===== src/rtl/event_ring_counter.sv =====
module event_ring_counter #(
  parameter int CNT_W  = 16,
  parameter int HOLD_W = 12
) (
  input  logic             clk,
  input  logic             rst_n,
  input  logic             evt_valid,
  input  logic [CNT_W-1:0] evt_bytes,
  output logic             evt_taken,
  input  logic [2:0]       reg_addr,
  input  logic             reg_wr,
  input  logic [31:0]      reg_wdata,
  output logic [31:0]      reg_rdata,
  output logic             irq
);
  localparam logic [2:0] A_SIZE = 3'd0, A_COUNT = 3'd1, A_LO = 3'd2,
                         A_HI = 3'd3, A_MOD = 3'd4;

  logic [CNT_W-1:0]  size_q, count_q;
  logic              mask_q, ovf_q, busy_q, mod_en_q;
  logic [31:0]       lo_q, hi_q;
  logic [HOLD_W-1:0] hold_q, holdv_q;

  wire              wr_cnt  = reg_wr && (reg_addr == A_COUNT);
  wire [CNT_W-1:0]  dec     = wr_cnt ? reg_wdata[CNT_W-1:0] : '0;
  wire [CNT_W-1:0]  base    = (dec > count_q) ? '0 : count_q - dec;
  wire [CNT_W:0]    sum     = {1'b0, base} + {1'b0, evt_bytes};
  wire              pending = (count_q != '0);
  wire              arm     = mod_en_q && pending && !mask_q && !busy_q && (hold_q == '0);

  assign evt_taken = evt_valid && (sum <= {1'b0, size_q});
  assign irq       = pending && !mask_q && (!mod_en_q || busy_q);

  always_ff @(posedge clk) begin
    if (!rst_n) begin
      size_q   <= '0;
      count_q  <= '0;
      mask_q   <= 1'b0;
      ovf_q    <= 1'b0;
      busy_q   <= 1'b0;
      mod_en_q <= 1'b0;
      lo_q     <= '0;
      hi_q     <= '0;
      hold_q   <= '0;
      holdv_q  <= '0;
    end else begin
      count_q <= evt_taken ? sum[CNT_W-1:0] : base;

      if (evt_valid && !evt_taken)         ovf_q <= 1'b1;
      else if (wr_cnt && reg_wdata[16])    ovf_q <= 1'b0;

      if (arm)                             busy_q <= 1'b1;
      else if (wr_cnt && reg_wdata[31])    busy_q <= 1'b0;

      if (arm)                             hold_q <= holdv_q;
      else if (hold_q != '0)               hold_q <= hold_q - HOLD_W'(1);

      if (reg_wr) begin
        case (reg_addr)
          A_SIZE: begin
            size_q <= reg_wdata[CNT_W-1:0];
            mask_q <= reg_wdata[31];
          end
          A_LO:  lo_q <= reg_wdata;
          A_HI:  hi_q <= reg_wdata;
          A_MOD: begin
            holdv_q  <= reg_wdata[HOLD_W-1:0];
            mod_en_q <= reg_wdata[31];
          end
          default: ;
        endcase
      end
    end
  end

  always_comb begin
    reg_rdata = '0;
    case (reg_addr)
      A_SIZE: begin
        reg_rdata[CNT_W-1:0] = size_q;
        reg_rdata[31]        = mask_q;
      end
      A_COUNT: begin
        reg_rdata[CNT_W-1:0] = count_q;
        reg_rdata[16]        = ovf_q;
        reg_rdata[31]        = busy_q;
      end
      A_LO:  reg_rdata = lo_q;
      A_HI:  reg_rdata = hi_q;
      A_MOD: begin
        reg_rdata[HOLD_W-1:0] = holdv_q;
        reg_rdata[31]         = mod_en_q;
      end
      default: ;
    endcase
  end

  a_r6_irq_needs_pending: assert property (@(posedge clk) disable iff (!rst_n)
    irq |-> (count_q != '0));
  a_r7_mask_blocks_irq: assert property (@(posedge clk) disable iff (!rst_n)
    mask_q |-> !irq);
  a_r8_irq_waits_busy: assert property (@(posedge clk) disable iff (!rst_n)
    (irq && mod_en_q) |-> busy_q);
  a_r5_refusal_sticks: assert property (@(posedge clk) disable iff (!rst_n)
    (evt_valid && !evt_taken) |=> ovf_q);
  a_r3_no_wrap_up: assert property (@(posedge clk) disable iff (!rst_n)
    (wr_cnt && !evt_valid) |=> (count_q <= $past(count_q)));
  a_r9_no_rearm_in_holdoff: assert property (@(posedge clk) disable iff (!rst_n)
    (!busy_q && hold_q != '0) |=> !busy_q);
endmodule


===== config.mk =====
export PLATFORM = sky130hd
export DESIGN_NAME = event_ring_counter
export DESIGN_NICKNAME = d
export VERILOG_FILES = /design/src/rtl/event_ring_counter.sv
export SDC_FILE = /design/constraint.sdc
export NUM_CORES = 1
export LEC_CHECK = 0
export CAP_MARGIN = 30
export CORE_ASPECT_RATIO = 1.4
export CORE_MARGIN = 5
export CORE_UTILIZATION = 51
export DETAILED_ROUTE_END_ITERATION = 6
export PLACE_DENSITY = 0.82
export SYNTH_ARGS = -nofsm -noshare
export SYNTH_HDL_FRONTEND = slang
export SYNTH_SLANG_ARGS = --single-unit

===== constraint.sdc =====
create_clock -name clk -period 15.05 [get_ports clk]
set_input_delay 4.515 -clock clk [delete_from_list [all_inputs] [get_ports clk]]
set_output_delay 4.515 -clock clk [all_outputs]
set_load 0.01 [all_outputs]

Word level (Yosys, flattened, before mapping). Cells that the tools add are included.

RAM bits: 0. Bits in registers: 124. Latch bits: 0. Memories kept: 0. Word-level logic and storage cells: 60. Input port bits: 55. Output and inout bits: 34. ROM bits: 0.

Reduce and logical (&&, ||, !) cells: 27. Divide/modulo/power cells: 0. Add/subtract/negate cells: 3. Shifts and indexed selects: 0. Bitwise operators: 0. Equal/unequal tests: 4. Mux-type cells: 14. $mul: 0. Magnitude comparators: 2.

Operators with widths (count): $pmux W12 S5 (1); $mux W16 (3); $pmux W14 S2 (1); $mux W12 (2); $add A16 B16 Y17 (1); $le A17 B16 Y1 (1); $gt A16 B16 Y1 (1); $pmux W4 S4 (1); $reduce_bool A16 Y1 (1); $sub A16 B16 Y16 (1); $logic_not A12 Y1 (1); $reduce_bool A12 Y1 (1); $sub A12 B1 Y12 const B (1); $logic_and A1 B1 Y1 (11); $reduce_and A2 Y1 (4); $eq A3 B2 Y1 const B (2); $reduce_bool A2 Y1 (3); $pmux W1 S5 (1); $logic_not A1 Y1 (4); $mux W1 (4); $eq A3 B1 Y1 const B (1); $eq A3 B3 Y1 const B (1); $logic_not A3 Y1 (1); $pmux W1 S3 (1); $logic_or A1 B1 Y1 (1).

Longest topological paths before layout.
Word-level depth: 11. Gate-level depth with buffers: 34. Mapped depth without buffers: 29.

Worst setup path before layout. No wires, ideal clock.

Kind: in2out. From: in reg_addr[1]. To: out evt_taken. Cell stages on the path: 33. Path slack: 199 ps. Data required time: 10535 ps. Arrival: 10336 ps. Buffers on the path: 7. Cells stage by stage: clkbuf_1 -> buf_2 -> nor3b_1 -> clkbuf_1 -> nand2_1 -> ha_1 -> buf_2 -> and3_1 -> nor2b_1 -> o2111ai_1 -> nand3_1 -> o22ai_2 -> clkbuf_1 -> nor2_1 -> ha_1 -> inv_1 -> fa_1 -> nand2b_1 -> a21oi_1 -> o21a_1 -> a21o_1 -> a21oi_1 -> xnor2_1 -> ha_1 -> a211oi_1 -> nor2_1 -> nor3_1 -> o21ai_0 -> o21ai_1 -> nand3_2 -> buf_6 -> buf_8 -> inv_1.

Word-level cells in the longest chain between the ends: 8. Elaborated cells between the ends (all ways): 9. Classes of those cells: 2 x add/sub; 2 x order compare; 1 x eq/ne; 2 x mux; 2 x reduce/logical.

RTL lines: start, declared (line 10) `input logic [2:0] reg_addr,`; $eq A3 B1 Y1 * (line 24) `wire wr_cnt = reg_wr && (reg_addr == A_COUNT);`; $logic_and A1 B1 Y1 * (line 24); $mux W16 * (line 25) `wire [CNT_W-1:0] dec = wr_cnt ? reg_wdata[CNT_W-1:0] : '0;`; $sub A16 B16 Y16 or $gt A16 B16 Y1 (tied branches) (line 26) `wire [CNT_W-1:0] base = (dec > count_q) ? '0 : count_q - dec;`; $mux W16 * (line 26); $add A16 B16 Y17 * (line 27) `wire [CNT_W:0] sum = {1'b0, base} + {1'b0, evt_bytes};`; $le A17 B16 Y1 * (line 31) `assign evt_taken = evt_valid && (sum <= {1'b0, size_q});`; $logic_and A1 B1 Y1 * (line 31); end, declared (line 9) `output logic evt_taken,`.

Mark *: on every way between the ends. The rest lies on a longest branch, timed or not.

Worst setup path after layout.
From: in reg_addr[2]. To: out evt_taken.

The elaborated chain is that of the path after synthesis.

==> run summary <==
Status: finished clean
Setup crit start kind: input pin
Die X: 112 um
Via count: 7,416
Clock Tree Root: clkbuf_16
Total Wirelength: 21.5 mm
Syn Nets: 1,068
Final setup TNS: 0 ps
Core ar.: 14,300 sq um
Count of cell types in the netlist: 59
TritonCTS clock tree: done
Area Growth Syn to Fin: 26.3%
EDFF count, synth: 0
WHS: 454 ps
RSZ-0062 raised after global routing: false
Most common cell after layout, fill and taps aside: nand2_1
Actual slew at the worst max-slew pin: 761 ps
Synthesized area per cell: 7.65 sq um
Dpl cell area: 8590 sq um
First-pass GRT wire length: 34.5 mm
Port bufs: 88
Crit-path slowest cell: clkdlybuf4s50_1
Delay-heaviest family, CP: compound AO/OA/AOI/OAI gates
Number of max-cap violations: 0
Detailed placement HPWL: 15.5 mm
CTS Hold Bufs: 0
WL/cell: 17.1 um
Pin count of the biggest net entering global routing: 89
Clock Tree Buf Depth: 2
PnR Total Power: 0.00188 W
Clock Sinks: 124
Final setup fails: 0
Post-Synthesis Cells: 962
Worst Hold Class: flop to flop
Final #Nets: 1,159
Vias per cell: 5.91
Main synth FF type: dfxtp_1
Finished Cell Area: 9290 sq um
Crit path DAT: 10,160 ps
Clk network pwr share: 22.1%
Synthesis Warnings: 0
Reg-to-reg endpoint: count_q[11]$_SDFF_PN0_
Crit path largest cell delay: 430 ps
Comb power frac: 57.2%
Clock slew seen by the registers of the worst setup and hold paths: 50 ps
NetSw: 0.000772 W
GP Congestion: 0.967
CP Capture Type: output port
Yosys reg bits: 124
1st-iter DRT viols: 533
Hold_sp: lo_q[2]$_SDFFE_PN0P_
WS Path Type: input pin to output port
Critical path fanouts, max: 7
H-tree levels: 4
Vias in the first global route: 7,348
Worst r2r src: count_q[0]$_SDFF_PN0_
Total gr overflow: 0
Most frequent cells in the layout: nand2_1, dfxtp_1, a21oi_1
Worst Path Buf+Inv: 6
Final-report hold violation count: 0
Initial core utilization: 51.4%
Inserted Clock Buffers: 17
Pre-antenna DRT Iters: 6
Mapped Area: 7360 sq um
Minimum clock period: 14,670 ps
Share of layout cells above drive strength 1: 9.29%
Max VDD drop: 107 uV
Full die area: 17,000 sq um
Initial antenna violation count: 0
Worst setup path startpoint: reg_addr[2]
Pint: 0.00111 W
Cell Rows: 52
Slew Limit Fails: 0
Hold path cells: 2
Rel. slew slack: 49.3%
Reg2Reg Depth: 28
LEAKAGE: 3.59 nW
GRT Overall Usage: 24.4%
Worst Skew: 10.2 ps
Part of the Yosys area used for sequential elements: 33.7%
Post-route ant nets: 0
# diodes: 0
Most common cell on crit path: ha_1
Net Sw Frac: 41.1%
R2R Setup Slk: 9690 ps
Hold Path Sink: lo_q[2]$_SDFFE_PN0P_
Async set-reset flop share out of synthesis: 0%
PD cells: 202 nW/um^2
Critical path required time: 10,540 ps
Die height: 152 um
# IOs: 89
Sequential Power Share: 20.7%
Max Clock Freq: 68.2 MHz
DRC Markers: 0
Period utilization: 97.5%
Clk_lat worst skew: 420 ps
==> per-layer routing <==
metal  global-route usage [%]  share of wire (%)  up-vias  wire length, um
li1                         -                  -     3535                -
met1                     27.7                 39     3487             8340
met2                     43.5                 50      304            10800
met3                     4.02                6.0       90             1280
met4                     12.5                4.9        0             1040
met5                        0                  0        -                0
==> what timing repair did <==
item                                    4_1_cts  5_1_grt
setup buffers                                 0        1
hold endpoints to repair                      0        0
endpoints found under the setup margin        1        1
pin swaps                                     0        9
resized for setup                             2       22
gates cloned                                  0        1
==> final cells by class <==
type | count | area [sq um]
multi-input cells | 750 | 4620
clock inverters | 11 | 143
clock buffers | 21 | 460
well taps | 189 | 236
flip-flops and latches | 124 | 2480
inverters | 33 | 125
fillers | 1166 | 5020
repair buffers | 127 | 1230
==> registers in the layout (all words and copies together), names as in the netlist <==
| register | cells |
|---|---|
| mask_q | 1 |
| busy_q | 1 |
| lo_q | 32 |
| holdv_q | 12 |
| mod_en_q | 1 |
| count_q | 16 |
| ovf_q | 1 |
| size_q | 16 |
| hold_q | 12 |
| hi_q | 32 |
==> worst reg2reg max path, delay by kind of cell (launching register included) <==
family                   cells  cell delay (ps)
XOR/XNOR                     1              240
AO/OA/AOI/OAI                9             1430
multiplexers                 1              210
buffers and inverters        4              490
AND/OR/NAND/NOR              8             1010
flip-flops                   1              370
adder cells (fa/ha/maj)      5             1480
==> kinds of logic after synthesis <==
group	after synthesis	share of synthesized area (%)
xor+xnor	25	2.98
compound gates	244	20.9
buf+inv	88	4.80
flops	124	33.7
fa+ha+maj	51	8.88
mux	34	5.49
simple gates	396	23.2
==> metrics by stage <==
stage                     setup slack (ps)  util, %  instances
after detailed placement              6.29     60.0       1221
after global placement                 130     59.5       1217
after floorplan                        199        -        962
after CTS                             71.5     64.3       1253
after global routing                   103     64.9       1255
final                                  380     64.9       1255
==> worst max-delay path by stage <==
stage                     end  slack, ps  depth (start not counted)
floorplan           evt_taken        200                         33
finish              evt_taken        380                         27
CTS                 evt_taken         70                         28
global placement    evt_taken        130                         27
global route        evt_taken        100                         28
detailed placement  evt_taken          6                         29
==> cell usage after synthesis, types with 11 or more instances <==
library cell	instances	area share (%)
nor3_1	16	1.1
o21ai_0	30	2.0
dfxtp_1	124	34
ha_1	49	8.3
xnor2_1	20	2.4
nand3_1	12	0.82
clkbuf_1	49	2.5
a22o_1	14	1.7
nor2_1	66	3.4
inv_1	32	1.6
a221o_1	13	1.8
a21oi_1	120	8.2
nand2_1	237	12
mux2i_1	28	3.8
a31oi_1	11	0.94
nor2b_1	12	1.0
==> power groups by stage <==
stage	Sequential (W)	Combinational (W)	Clock [W]
global placement	0.000394	0.00100	0
finish	0.000390	0.00108	0.000415
CTS	0.000389	0.00103	0.000416
floorplan	0.000386	0.000781	0
detailed placement	0.000395	0.00102	0
global route	0.000393	0.00120	0.000430
(Power assumes the default switching activity.)
